--- src/rtl/ras_pkg.sv ---
package ras_pkg;
  function automatic int unsigned wrap_inc(int unsigned v, int unsigned depth);
    return (v == depth - 1) ? 0 : v + 1;
  endfunction

  function automatic int unsigned wrap_dec(int unsigned v, int unsigned depth);
    return (v == 0) ? depth - 1 : v - 1;
  endfunction
endpackage

--- src/rtl/ras_ptr.sv ---
module ras_ptr #(
  parameter int DEPTH = 8,
  localparam int IDX_W = $clog2(DEPTH),
  localparam int CNT_W = $clog2(DEPTH + 1)
) (
  input  logic             clk,
  input  logic             rst_n,
  input  logic             push,
  input  logic             pop,
  output logic [IDX_W-1:0] wr_idx,
  output logic [IDX_W-1:0] top_idx,
  output logic [CNT_W-1:0] count,
  output logic             full
);
  import ras_pkg::*;

  logic [IDX_W-1:0] idx_q, idx_d;
  logic [CNT_W-1:0] cnt_q, cnt_d;
  logic             empty;

  assign empty   = (cnt_q == '0);
  assign full    = (cnt_q == CNT_W'(DEPTH));
  assign wr_idx  = idx_q;
  assign top_idx = IDX_W'(wrap_dec(int'(idx_q), DEPTH));
  assign count   = cnt_q;

  always_comb begin
    idx_d = idx_q;
    cnt_d = cnt_q;
    if (push) begin
      idx_d = IDX_W'(wrap_inc(int'(idx_q), DEPTH));
      if (!full) cnt_d = cnt_q + 1'b1;
    end else if (pop && !empty) begin
      idx_d = top_idx;
      cnt_d = cnt_q - 1'b1;
    end
  end

  always_ff @(posedge clk or negedge rst_n) begin
    if (!rst_n) begin
      idx_q <= '0;
      cnt_q <= '0;
    end else if (push || pop) begin
      idx_q <= idx_d;
      cnt_q <= cnt_d;
    end
  end
endmodule

--- src/rtl/ras_store.sv ---
module ras_store #(
  parameter int DEPTH  = 8,
  parameter int ADDR_W = 13,
  localparam int IDX_W = $clog2(DEPTH)
) (
  input  logic              clk,
  input  logic              rst_n,
  input  logic              we,
  input  logic [IDX_W-1:0]  wr_idx,
  input  logic [ADDR_W-1:0] wr_data,
  input  logic [IDX_W-1:0]  rd_idx,
  output logic [ADDR_W-1:0] rd_data
);
  logic [ADDR_W-1:0] mem_q [DEPTH];

  for (genvar g = 0; g < DEPTH; g++) begin : g_entry
    logic hit;
    assign hit = we && (wr_idx == IDX_W'(g));
    always_ff @(posedge clk or negedge rst_n) begin
      if (!rst_n)   mem_q[g] <= '0;
      else if (hit) mem_q[g] <= wr_data;
    end
  end

  assign rd_data = mem_q[rd_idx];
endmodule

--- src/rtl/ras_irq_gate.sv ---
module ras_irq_gate (
  input  logic clk,
  input  logic rst_n,
  input  logic req,
  input  logic en,
  input  logic full,
  input  logic call,
  input  logic ret,
  output logic flag,
  output logic ack
);
  logic flag_q, flag_d;

  assign ack    = flag_q && en && !full && !call && !ret;
  assign flag_d = (flag_q && !ack) || req;
  assign flag   = flag_q;

  always_ff @(posedge clk or negedge rst_n) begin
    if (!rst_n) flag_q <= 1'b0;
    else        flag_q <= flag_d;
  end
endmodule

--- src/rtl/return_addr_stack.sv ---
module return_addr_stack #(
  parameter int DEPTH  = 8,
  parameter int ADDR_W = 13
) (
  input  logic              clk,
  input  logic              rst_n,
  input  logic              call_i,
  input  logic              ret_i,
  input  logic              irq_req_i,
  input  logic              irq_en_i,
  input  logic [ADDR_W-1:0] pc_i,
  output logic [ADDR_W-1:0] ret_addr_o,
  output logic              irq_flag_o,
  output logic              irq_ack_o
);
  localparam int IDX_W = $clog2(DEPTH);
  localparam int CNT_W = $clog2(DEPTH + 1);

  logic [IDX_W-1:0] wr_idx, top_idx;
  logic [CNT_W-1:0] count;
  logic             full, push;

  assign push = call_i || irq_ack_o;

  ras_ptr #(.DEPTH(DEPTH)) u_ptr (
    .clk(clk), .rst_n(rst_n), .push(push), .pop(ret_i),
    .wr_idx(wr_idx), .top_idx(top_idx), .count(count), .full(full)
  );

  ras_store #(.DEPTH(DEPTH), .ADDR_W(ADDR_W)) u_store (
    .clk(clk), .rst_n(rst_n), .we(push), .wr_idx(wr_idx), .wr_data(pc_i),
    .rd_idx(top_idx), .rd_data(ret_addr_o)
  );

  ras_irq_gate u_gate (
    .clk(clk), .rst_n(rst_n), .req(irq_req_i), .en(irq_en_i), .full(full),
    .call(call_i), .ret(ret_i), .flag(irq_flag_o), .ack(irq_ack_o)
  );
endmodule

--- config.mk ---
export PLATFORM = sky130hd
export DESIGN_NAME = return_addr_stack
export DESIGN_NICKNAME = d
export VERILOG_FILES = /design/src/rtl/ras_pkg.sv /design/src/rtl/ras_ptr.sv /design/src/rtl/ras_store.sv /design/src/rtl/ras_irq_gate.sv /design/src/rtl/return_addr_stack.sv
export SDC_FILE = /design/constraint.sdc
export NUM_CORES = 1
export LEC_CHECK = 0
export BUFFER_PORTS_ARGS = -buffer_cell sky130_fd_sc_hd__clkbuf_2
export CELL_PAD_IN_SITES_DETAIL_PLACEMENT = 1
export CELL_PAD_IN_SITES_GLOBAL_PLACEMENT = 2
export CORE_MARGIN = 2
export CORE_UTILIZATION = 39
export DETAILED_ROUTE_END_ITERATION = 8
export PLACE_DENSITY = 0.81
export SLEW_MARGIN = 20
export SYNTH_ARGS = -nofsm -noshare
export SYNTH_HDL_FRONTEND = slang
export SYNTH_SLANG_ARGS = --single-unit
--- constraint.sdc ---
create_clock -name clk -period 2.9 [get_ports clk]
set_input_delay 0.58 -clock clk [delete_from_list [all_inputs] [get_ports clk]]
set_output_delay 0.58 -clock clk [all_outputs]
set_load 0.03 [all_outputs]
# Word-level counts from Yosys, hierarchy flattened
# Index checks and enable logic that the tools add are counted.
[classes]
div_mod_pow = 0
n_eq_ne = 9
shift = 0
reduce_logical = 27
multipliers = 0
bitwise_logic = 1
add_sub_neg = 4
muxes = 10
n_lt_le_gt_ge = 1
[op_table]
columns = ["cell", "n"]
rows = [
  ["$bmux 13 s3", 1],
  ["$mux 13", 2],
  ["$logic_and 1x1->1", 14],
  ["$eq 3x3->1 const B", 4],
  ["$mux 3", 4],
  ["$mux 4", 3],
  ["$eq 3x2->1 const B", 2],
  ["$logic_not 1->1", 5],
  ["$add 4x1->4 const B", 1],
  ["$eq 4x4->1 const B", 1],
  ["$ge 4x4->1 const B", 1],
  ["$logic_not 4->1", 1],
  ["$not 3->4", 1],
  ["$sub 4x1->4 const B", 1],
  ["$add 3x1->3 const B", 1],
  ["$eq 3x1->1 const B", 1],
  ["$logic_not 3->1", 1],
  ["$logic_or 1x1->1", 3],
  ["$reduce_and 3->1", 1],
  ["$sub 3x1->3 const B", 1],
  ["$ne 2x2->1 const B", 1],
  ["$reduce_and 2->1", 1],
  ["$reduce_bool 2->1", 1],
]
[totals]
word_cells = 63
inputBits = 19
memories = 0
ram_bits = 0
rom_bits = 0
register_bits = 112
latch_bits = 0
output_inout_bits = 15

# Depth between registers and ports, before layout
# Gate-level depths: netlist (run 1).
[logic_depth]
ltp_word = 8
depth_mapped = 11
depth_no_buf = 10

# Cells and area by module
# From an unflattened synthesis (run 1), not the netlist that was laid out.
[unflattened]
cells_unflattened = 333
area_unflattened_um2 = 5371.4
[by_module_without_submodules]
columns = ["mod", "n_inst", "cells_each", "seq_area_each_um2", "area_per_inst_um2"]
rows = [
  ["ras_store", 1, 270, 2602.5, 4774.6],
  ["ras_ptr", 1, 57, 175.2, 540.5],
  ["ras_irq_gate", 1, 5, 25.0, 50.0],
  ["return_addr_stack", 1, 1, 0.0, 6.3],
]

# Least setup slack after synthesis (run 1)
# OpenSTA, ideal clock, no wires.
[synth_timing]
path_type = "reg-to-output"
startpoint = "reg u_ptr.idx_q[0] (netlist: u_ptr.wr_idx[0])"
endpoint = "out ret_addr_o[0]"
arrival_time_ns = 2.434
n_path_buf = 2
required_ns = 2.320
path_stages_with_launch = 9
path_slack_ns = -0.114
cell_sequence = "dfrtp_1 -> inv_2 -> buf_1 -> ha_1 -> nor3_1 -> a21oi_1 -> clkbuf_1 -> mux4_2 -> mux2_2"
[synth_between]
elab_chain_cells = 6
elab_cells_between_ends = 7
cone_classes = "add/sub (1); mux (4); bitwise (1); reduce/logical (1)"
[synth_lines]
columns = ["element", "line", "rtl"]
rows = [
  ["from (decl)", "ras_ptr.sv:17", "logic [IDX_W-1:0] idx_q, idx_d;"],
  ["from (signal assigned)", "ras_ptr.sv:44", "idx_q <= idx_d;"],
  ["$sub 3x1->3 or $logic_not 3->1 (tied branches)", "ras_pkg.sv:7", "return (v == 0) ? depth - 1 : v - 1;"],
  ["$mux 3 *", "ras_pkg.sv:7", ""],
  ["$not 3->4 (implied by the code) *", "ras_store.sv:25", "assign rd_data = mem_q[rd_idx];"],
  ["$bmux 13 s3 *", "ras_store.sv:25", ""],
  ["$mux 13 (implied by the code) * (2 in a row)", "ras_store.sv:25", ""],
  ["to (decl)", "return_addr_stack.sv:12", "output logic [ADDR_W-1:0] ret_addr_o,"],
]
# Mark *: on every way between the ends. The rest lies on a longest branch, timed or not. The select of a mux whose other input is x is not followed.

# Worst setup path after layout (run 1)
[layout_timing]
startpoint = "reg u_ptr.idx_q[0] (netlist: u_ptr.wr_idx[0])"
endpoint = "out ret_addr_o[2]"
# The elaborated chain is that of the path after synthesis.

==> reports/metrics.cfg, run 1 <==
[run_status]
status=finished, violations left
failed_checks=negative setup slack

[global_routing]
grt_max_degree=55
grt_pass1_wl_microns=21600
grt_pass1_vias=3788
antenna_found_initial=0
track_usage=0.197
grt_overflow_total=0

[worst_setup_path]
r2r_slack_ns=0.30
worstPathRequired_ns=2.32
slowest_stage=mux4_2
reg2reg_to=u_ptr.count[3]
arrival_ns=2.37
worstPathCellList=inv_4 -> ha_4 -> a21oi_4 -> buf_12 -> buf_12 -> mux4_2 -> mux2_4 -> buf_8
start_kind=register
worst_path_most_repeated_cell=buf_12
worstSetupPathType=reg -> out
r2r-start=u_ptr.count[1]
ff2ff_path_depth=9
slowest_delay_ns=0.50
path_max_fanout=5
end_kind=primary output

[synthesis]
synth_adder_area_share=0.0213
syn_avg_cell_area_sq_um=14.4
synth-simple-area-share=0.0281
synthMuxAreaShare=0.317
synth_edf_count=0
synthCells=367
seq_area_frac_synth=0.530
synth_fp_nets=395
synth_compound_area_frac=0.0702
synthDistinctLibCells=39
synth_top_family_by_area=multiplexers
ys_ff_latch=112
synthXorXnorAreaFrac=0.00497
async_flop_share=1.00
ys_warn_count=0
synthesis.area_sq_mm=0.00529
synthFlopType=dfrtp_1

[routing]
viasPerCell=5.53
routedWlPerCell_microns=21.9
dr.pass1.iters=4
drt_iter0_drc=123
vias=3343
wl_microns=13300
ant_nets=0
drc=0

[clocking]
cts_buffer_depth=2
ctsRootBufferMaster=clkbuf_16
path_clk_slew_ns=0.06
clkSinkCount=112
cts_tree=done
h-tree-depth=3
numCtsBuffers=9
insertion_delay_ns=0.35

[timing]
finalSetupTns_ns=-0.349
max-slew-margin-rel=0.528
setup_slack_ns=-0.0473
worstMarginPinSlew_ns=0.708
drv_slew=0
rsz0062_at_grt=true
fin_skew_ns=0.00681
final.min_clock_period_ns=2.95
fmax_mhz=339
min_period_over_period=1.02
hold_viol_final=0
finalSetupViolCount=11

[placement]
dp_hpwl_microns=8100
place_congestion=0.758
io_buffers=33

[final_layout]
drive_gt1_frac=0.548
diodes=0
final_cell_mix=112 x dfrtp_1, 96 x mux2_2, 28 x buf_4
syn2layout_area_growth_pct=22.8
layout_commonest_cell=dfrtp_1
layout.nets=456

[die]
coreArea_sq_mm=0.0132
ios=34
die_area_sq_mm=0.0145
start_util=0.400
chipHeight_microns=120
fp.dieW_microns=120
rows=42

[worst_hold_path]
min-delay-path-class=in -> async

[job]
maxCapViolCount=0

[critical path: cells and delay by family, from the launching register on]
family	cells	cell delay [ns]
adder cells (fa/ha/maj)	1	0.17
buffers and inverters	4	0.49
flip-flops	1	0.39
multiplexers	2	0.79
AO/OA/AOI/OAI	1	0.18
[worst max path at each step]
stage | from | to | slack [ns] | cells after the start
floorplan | u_ptr.wr_idx[0] | ret_addr_o[0] | 0.08 | 7
global placement | u_ptr.wr_idx[0] | ret_addr_o[2] | 0.20 | 8
detailed placement | u_ptr.wr_idx[0] | ret_addr_o[2] | 0.08 | 8
CTS | u_ptr.wr_idx[0] | ret_addr_o[2] | -0.05 | 8
global route | u_ptr.wr_idx[0] | ret_addr_o[10] | -0.13 | 8
finish | u_ptr.wr_idx[0] | ret_addr_o[2] | -0.05 | 8
[per-layer routing]
metal | up-vias | GRT usage | share of wire
li1 | 1502 | - | -
met1 | 1791 | 0.259 | 0.44
met2 | 38 | 0.340 | 0.52
met3 | 12 | 0.0349 | 0.022
met4 | 0 | 0.0472 | 0.014
met5 | - | 0 | 0
[cells by family (layout without fill, tap and decap cells)]
family / count (synthesis) / count (layout)
muxes: 133 / 133
DFF: 112 / 112
AOI/OAI and AO/OA: 57 / 57
buffers and inverters: 27 / 89
and+or+nand+nor: 26 / 26
adders and majority gates: 9 / 9
xor gates and xnor gates: 3 / 3
[synthesized netlist by cell type (2+ instances only)]
master	instances	area share
a211oi_1	2	0.0028
a21oi_1	5	0.0047
mux2_4	10	0.028
inv_1	3	0.0021
buf_6	3	0.0064
o22ai_1	13	0.015
o21ai_0	18	0.017
xor2_1	2	0.0033
o221ai_1	13	0.022
nand3_1	3	0.0028
nor2b_1	2	0.0024
dfrtp_1	112	0.53
nand2_1	7	0.0050
mux4_2	13	0.055
ha_1	9	0.021
nor2_1	4	0.0028
clkbuf_1	6	0.0043
buf_2	8	0.0076
inv_2	2	0.0014
mux2_2	108	0.23
buf_1	4	0.0028
o21a_1	2	0.0028
mux2i_1	2	0.0038
[final cells by class]
type                    instances  area (sq um)
clock buffers                  11           243
clock inverters                 1          7.51
inverters                       5          21.3
multi-input cells             228          2460
fillers                      1349          6750
well taps                     176           220
repair buffers                 72           739
flip-flops and latches        112          2800
[stage by stage]
| stage | setup WS, ns | std cells | hold slack (ns) | util | instance area, sq um |
|---|---|---|---|---|---|
| floorplan | 0.0757 | 367 | 0.284 | - | 5300 |
| global placement | 0.199 | 577 | 0.483 | 0.437 | 5790 |
| detailed placement | 0.0765 | 577 | 0.489 | 0.437 | 5790 |
| CTS | -0.0542 | 603 | 0.301 | 0.484 | 6410 |
| global route | -0.126 | 605 | 0.329 | 0.491 | 6500 |
| finish | -0.0473 | 605 | 0.280 | 0.491 | 6500 |
[timing repair]
item	CTS	global route
hold buffers	0	0
pin swaps	2	1
endpoints found under the setup margin	13	13
cloned	3	0
resized for setup	58	24
buffers inserted	11	2
[registers in the layout, summed over array words and instances, names as in the netlist]
name and count:
u_ptr.count 4, u_gate.flag 1, u_store.mem_q 104, u_ptr.wr_idx 3
Power of run 1 is left out: the tool's default activity adds up to more than one toggle a clock period on the data nets, which glitch-free logic cannot reach.
==> run 2, diff against run 1 <==
--- a/config.mk
+++ b/config.mk
@@ -8,10 +8,11 @@
 export BUFFER_PORTS_ARGS = -buffer_cell sky130_fd_sc_hd__clkbuf_2
 export CELL_PAD_IN_SITES_DETAIL_PLACEMENT = 1
 export CELL_PAD_IN_SITES_GLOBAL_PLACEMENT = 2
+export CORE_ASPECT_RATIO = 1.25
 export CORE_MARGIN = 2
-export CORE_UTILIZATION = 39
+export CORE_UTILIZATION = 31
 export DETAILED_ROUTE_END_ITERATION = 8
-export PLACE_DENSITY = 0.81
+export PLACE_DENSITY = 0.68
 export SLEW_MARGIN = 20
 export SYNTH_ARGS = -nofsm -noshare
 export SYNTH_HDL_FRONTEND = slang
==> reports/metrics.cfg, run 2 (synthesis gave the netlist of run 1 again) <==
[run_status]
status=finished, violations left  ; unchanged
failed_checks=negative setup slack  ; unchanged

[routing]
vias=3352  ; was 3343
dr.pass1.iters=4  ; unchanged
drc=0  ; unchanged
routedWlPerCell_microns=20.1  ; was 21.9 microns
viasPerCell=5.14  ; was 5.53
wl_microns=13100  ; was 13300 microns
ant_nets=0  ; unchanged
drt_iter0_drc=83  ; was 123

[final_layout]
largest_register_ffs=104  ; unchanged
layout.nets=455  ; was 456
final_cell_mix=112 x dfrtp_1, 97 x mux2_2, 29 x buf_4  ; was 112 x dfrtp_1, 96 x mux2_2, 28 x buf_4
seqCellArea_sq_mm=0.00280  ; unchanged
syn2layout_area_growth_pct=25.2  ; was 22.8%
postLayoutCellArea_sq_mm=0.00663  ; was 0.00650 sq mm
drive_gt1_frac=0.565  ; was 0.548
fill_cells=1700  ; was 1349
multi_input_area_sq_mm=0.00253  ; was 0.00246 sq mm
diodes=0  ; unchanged
layout_commonest_cell=dfrtp_1  ; unchanged
regMostFlops=u_store.mem_q  ; unchanged

[clocking]
cts_hold_buffers=0  ; unchanged
path_clk_slew_ns=0.07  ; was 0.06 ns
cts_buffer_depth=2  ; unchanged
ctsRootBufferMaster=clkbuf_16  ; unchanged
insertion_delay_ns=0.34  ; was 0.35 ns
h-tree-depth=3  ; unchanged
clkSinkCount=112  ; unchanged
cts_tree=done  ; unchanged
numCtsBuffers=9  ; unchanged

[global_routing]
grt_overflow_total=0  ; unchanged
antenna_found_initial=0  ; unchanged
grt_max_degree=42  ; was 55
grt_pass1_wl_microns=20500  ; was 21600 microns
grt_pass1_vias=3742  ; was 3788
track_usage=0.146  ; was 0.197

[timing]
finalSetupViolCount=13  ; was 11
max-slew-margin-rel=0.637  ; was 0.528
final.min_clock_period_ns=2.95  ; about the same
worstMarginPinSlew_ns=0.544  ; was 0.708 ns
setup_slack_ns=-0.0475  ; was -0.0473 ns
fmax_mhz=339  ; about the same
fin_skew_ns=0.00562  ; was 0.00681 ns
rsz0062_at_grt=true  ; unchanged
drv_slew=0  ; unchanged
hold_viol_final=0  ; unchanged
min_period_over_period=1.02  ; about the same

[job]
maxCapViolCount=0  ; unchanged

[die]
die_area_sq_mm=0.0181  ; was 0.0145 sq mm
fp.dieW_microns=121  ; was 120 microns
coreArea_sq_mm=0.0168  ; was 0.0132 sq mm
chipHeight_microns=150  ; was 120 microns
start_util=0.315  ; was 0.400
rows=53  ; was 42
ios=34  ; unchanged

[placement]
dp_hpwl_microns=8070  ; was 8100 microns
placed_area_sq_mm=0.00584  ; was 0.00579 sq mm
io_buffers=33  ; unchanged
place_congestion=0.731  ; was 0.758
preCtsSetupSlack_ns=0.184  ; was 0.0765 ns

[worst_setup_path]
start_kind=register  ; unchanged
cp-startpoint=u_ptr.wr_idx[1]  ; was u_ptr.wr_idx[0]
path_max_fanout=6  ; was 5
arrival_ns=2.37  ; about the same
worstSetupPathType=reg -> out  ; unchanged
r2r-start=u_ptr.count[1]  ; unchanged
end_kind=primary output  ; unchanged
worstPathRequired_ns=2.32  ; about the same

[worst_hold_path]
min-delay-path-class=in -> async  ; unchanged

==> run 2: worst paths after layout <==
check / to / slack, ns / cells past startpoint
setup / recovery: ret_addr_o[5] / -0.05 / 8
hold / removal: u_store.mem_q[81] / 0.21 / 1
setup reg to reg: u_ptr.count[3] / 0.30 / 9
hold reg to reg: u_store.mem_q[6] / 0.50 / 1
max in group asynchronous: u_store.mem_q[90] / 1.81 / 2
min in group clk: u_gate.flag / 0.44 / 2
==> run 2: final cells by class <==
class | instances | share of cell area
Clock buffer | 9 | 0.0340
Multi-Input combinational cell | 228 | 0.382
Inverter | 5 | 0.00283
Clock inverter | 7 | 0.0119
Tap cell | 220 | 0.0415
Sequential cell | 112 | 0.423
Timing Repair Buffer | 71 | 0.105
==> run 2: what timing repair did <==
action                                  4_1_cts  5_1_grt
pin swaps                                     1        6
setup buffers                                 2       10
gates resized for setup                      33       57
endpoints found under the setup margin       13       13
gates cloned                                  1        3
==> run 2: worst max-delay path: stages (launching register included) <==
cell and delay (ns):
dfrtp_1 0.40, inv_2 0.09, ha_4 0.18, a21oi_4 0.14
buf_12 0.14, clkbuf_16 0.15, mux4_2 0.49, mux2_4 0.28
buf_8 0.14
==> run 2: per-stage QoR <==
stage           util  TNS, ns  cells  hold slack, ns
6_report       0.395   -0.384    652           0.212
5_1_grt        0.395    -1.27    652           0.238
4_1_cts        0.377   -0.626    640           0.225
3_5_place_dp   0.348        0    621           0.491
3_3_place_gp   0.348        0    621           0.483
2_1_floorplan      -        0    367           0.284
==> run 2: routing by layer <==
layer	vias up	GRT usage	wire length [microns]
met4	0	0.0401	200
li1	1503	-	-
met3	14	0.0229	278
met1	1788	0.188	5770
met2	47	0.254	6860
met5	-	0	0
Power of run 2 is left out for the same reason.
==> run 3, diff against run 2 <==
--- a/config.mk
+++ b/config.mk
@@ -11,8 +11,10 @@
 export CORE_ASPECT_RATIO = 1.25
 export CORE_MARGIN = 2
 export CORE_UTILIZATION = 31
+export CTS_CLUSTER_DIAMETER = 200
 export DETAILED_ROUTE_END_ITERATION = 8
-export PLACE_DENSITY = 0.68
+export PLACE_DENSITY = 0.66
+export REMOVE_ABC_BUFFERS = 1
 export SLEW_MARGIN = 20
 export SYNTH_ARGS = -nofsm -noshare
 export SYNTH_HDL_FRONTEND = slang
==> constraint.sdc (replaced) <==
create_clock -name clk -period 3.05 [get_ports clk]
set_input_delay 0.61 -clock clk [delete_from_list [all_inputs] [get_ports clk]]
set_output_delay 0.61 -clock clk [all_outputs]
set_load 0.03 [all_outputs]
==> reports/metrics.cfg, run 3 (synthesis gave the netlist of run 1 again) <==
[die]
coreArea_sq_mm=0.0168  ; unchanged
fp.dieW_microns=121  ; unchanged
rows=53  ; unchanged
ios=34  ; unchanged
die_area_sq_mm=0.0181  ; unchanged
chipHeight_microns=150  ; unchanged
start_util=0.315  ; unchanged

[clocking]
cts_tree=done  ; unchanged
path_clk_slew_ns=0.07  ; about the same
insertion_delay_ns=0.36  ; was 0.34 ns
cts_buffer_depth=2  ; unchanged
h-tree-depth=3  ; unchanged
clkSinkCount=112  ; unchanged
ctsRootBufferMaster=clkbuf_16  ; unchanged
numCtsBuffers=9  ; unchanged

[worst_setup_path]
worstSetupPathType=reg -> out  ; unchanged
start_kind=register  ; unchanged
worstPathRequired_ns=2.44  ; was 2.32 ns
arrival_ns=2.45  ; was 2.37 ns
end_kind=primary output  ; unchanged
path_max_fanout=6  ; unchanged

[global_routing]
antenna_found_initial=0  ; unchanged
grt_overflow_total=0  ; unchanged
grt_pass1_vias=3758  ; was 3742
grt_pass1_wl_microns=21700  ; was 20500 microns
track_usage=0.161  ; was 0.146
grt_max_degree=62  ; was 42

[routing]
wl_microns=13500  ; was 13100 microns
drt-met1-wl_microns=6130  ; was 5770 microns
dr.pass1.iters=4  ; unchanged
vias=3394  ; was 3352
wl_met2_microns=6600  ; was 6860 microns
wl_met3_microns=367  ; was 278 microns
top_layer=met4  ; unchanged
routedWlPerCell_microns=20.4  ; was 20.1 microns
drt_iter0_drc=118  ; was 83
drc=0  ; unchanged
ant_nets=0  ; unchanged
viasPerCell=5.14  ; about the same

[timing]
fmax_mhz=327
final.min_clock_period_ns=3.06
hold_viol_final=0  ; unchanged
finalSetupViolCount=1  ; was 13
worstMarginPinSlew_ns=0.777  ; was 0.544 ns
max-slew-margin-rel=0.482  ; was 0.637
min_period_over_period=1.00
setup_slack_ns=-0.00704  ; was -0.0475 ns
fin_skew_ns=0.00608  ; was 0.00562 ns
drv_slew=0  ; unchanged
rsz0062_at_grt=true  ; unchanged

[run_status]
failed_checks=negative setup slack  ; unchanged
status=finished, violations left  ; unchanged

[final_layout]
regMostFlops=u_store.mem_q  ; unchanged
postLayoutCellArea_sq_mm=0.00661  ; was 0.00663 sq mm
layout.nets=463  ; was 455
seqCellArea_sq_mm=0.00280  ; about the same
final_cell_mix=111 x dfrtp_1, 95 x mux2_2, 35 x buf_4  ; was 112 x dfrtp_1, 97 x mux2_2, 29 x buf_4
layout_commonest_cell=dfrtp_1  ; unchanged
final_util=0.394  ; was 0.395
diodes=0  ; unchanged
drive_gt1_frac=0.545  ; was 0.565
multi_input_area_sq_mm=0.00245  ; was 0.00253 sq mm
syn2layout_area_growth_pct=24.9  ; was 25.2%
fill_cells=1712  ; was 1700
largest_register_ffs=104  ; unchanged

[job]
maxCapViolCount=0  ; unchanged

[placement]
dp_hpwl_microns=8220  ; was 8070 microns
preCtsSetupSlack_ns=0.00721  ; was 0.184 ns
place_congestion=0.723  ; was 0.731
placed_area_sq_mm=0.00586  ; was 0.00584 sq mm
io_buffers=33  ; unchanged

[worst_hold_path]
min-delay-path-class=in -> async  ; unchanged

## run 3: changes by cell type in the layout (fill, tap and decap cells not counted), sizes merged
cell / change
buf: +9
bufbuf: +2
clkinvlp: -2
inv: -1
## run 3: final timing paths
path / startpoint / end / slack (ns) / cells past startpoint
worst max-delay path: u_ptr.wr_idx[0] / ret_addr_o[11] / -0.007 / 8
worst min-delay path: rst_n / u_store.mem_q[11] / 0.31 / 1
worst max register to register: u_ptr.count[1] / u_ptr.count[3] / 0.48 / 9
worst min register to register: u_store.mem_q[2] / u_store.mem_q[2] / 0.50 / 1
max in group asynchronous: rst_n / u_store.mem_q[44] / 1.94 / 2
min in group clk: irq_req_i / u_gate.flag / 0.46 / 2
## run 3: what timing repair did
item,in CTS,in global routing
cloned,3,0
pin swaps,1,2
resized for setup,62,19
hold buffers,0,0
setup endpoints to repair,13,13
buffers inserted,18,3
## run 3: metrics by stage
stage                     hold slack (ns)  std cells  setup TNS (ns)
after global routing                0.374        660          -0.667
final                               0.311        660        -0.00704
after detailed placement            0.488        623               0
after CTS                           0.350        660          -0.439
after global placement              0.484        623               0
after floorplan                     0.314        345          -18.94
## run 3: final cells by class
| type | count | share of cell area |
|---|---|---|
| Tap cell | 220 | 0.0417 |
| Clock inverter | 4 | 0.00776 |
| Sequential cell | 112 | 0.424 |
| Timing Repair Buffer | 79 | 0.115 |
| Inverter | 5 | 0.00284 |
| Multi-Input combinational cell | 228 | 0.371 |
| Clock buffer | 12 | 0.0373 |
## run 3: per-layer routing
metal | up-vias | global-route usage
li1 | 1513 | -
met1 | 1810 | 0.213
met2 | 49 | 0.256
met3 | 22 | 0.0255
met4 | 0 | 0.0779
met5 | - | 0
## run 3: worst max-delay path, cell delays in order (launching register included)
cell and delay (ns):
dfrtp_1 0.37, inv_2 0.08, ha_4 0.16, buf_6 0.12, a21oi_4 0.22, buf_8 0.20
mux4_2 0.51, mux2_4 0.28, buf_8 0.14
Power of run 3 is left out for the same reason.
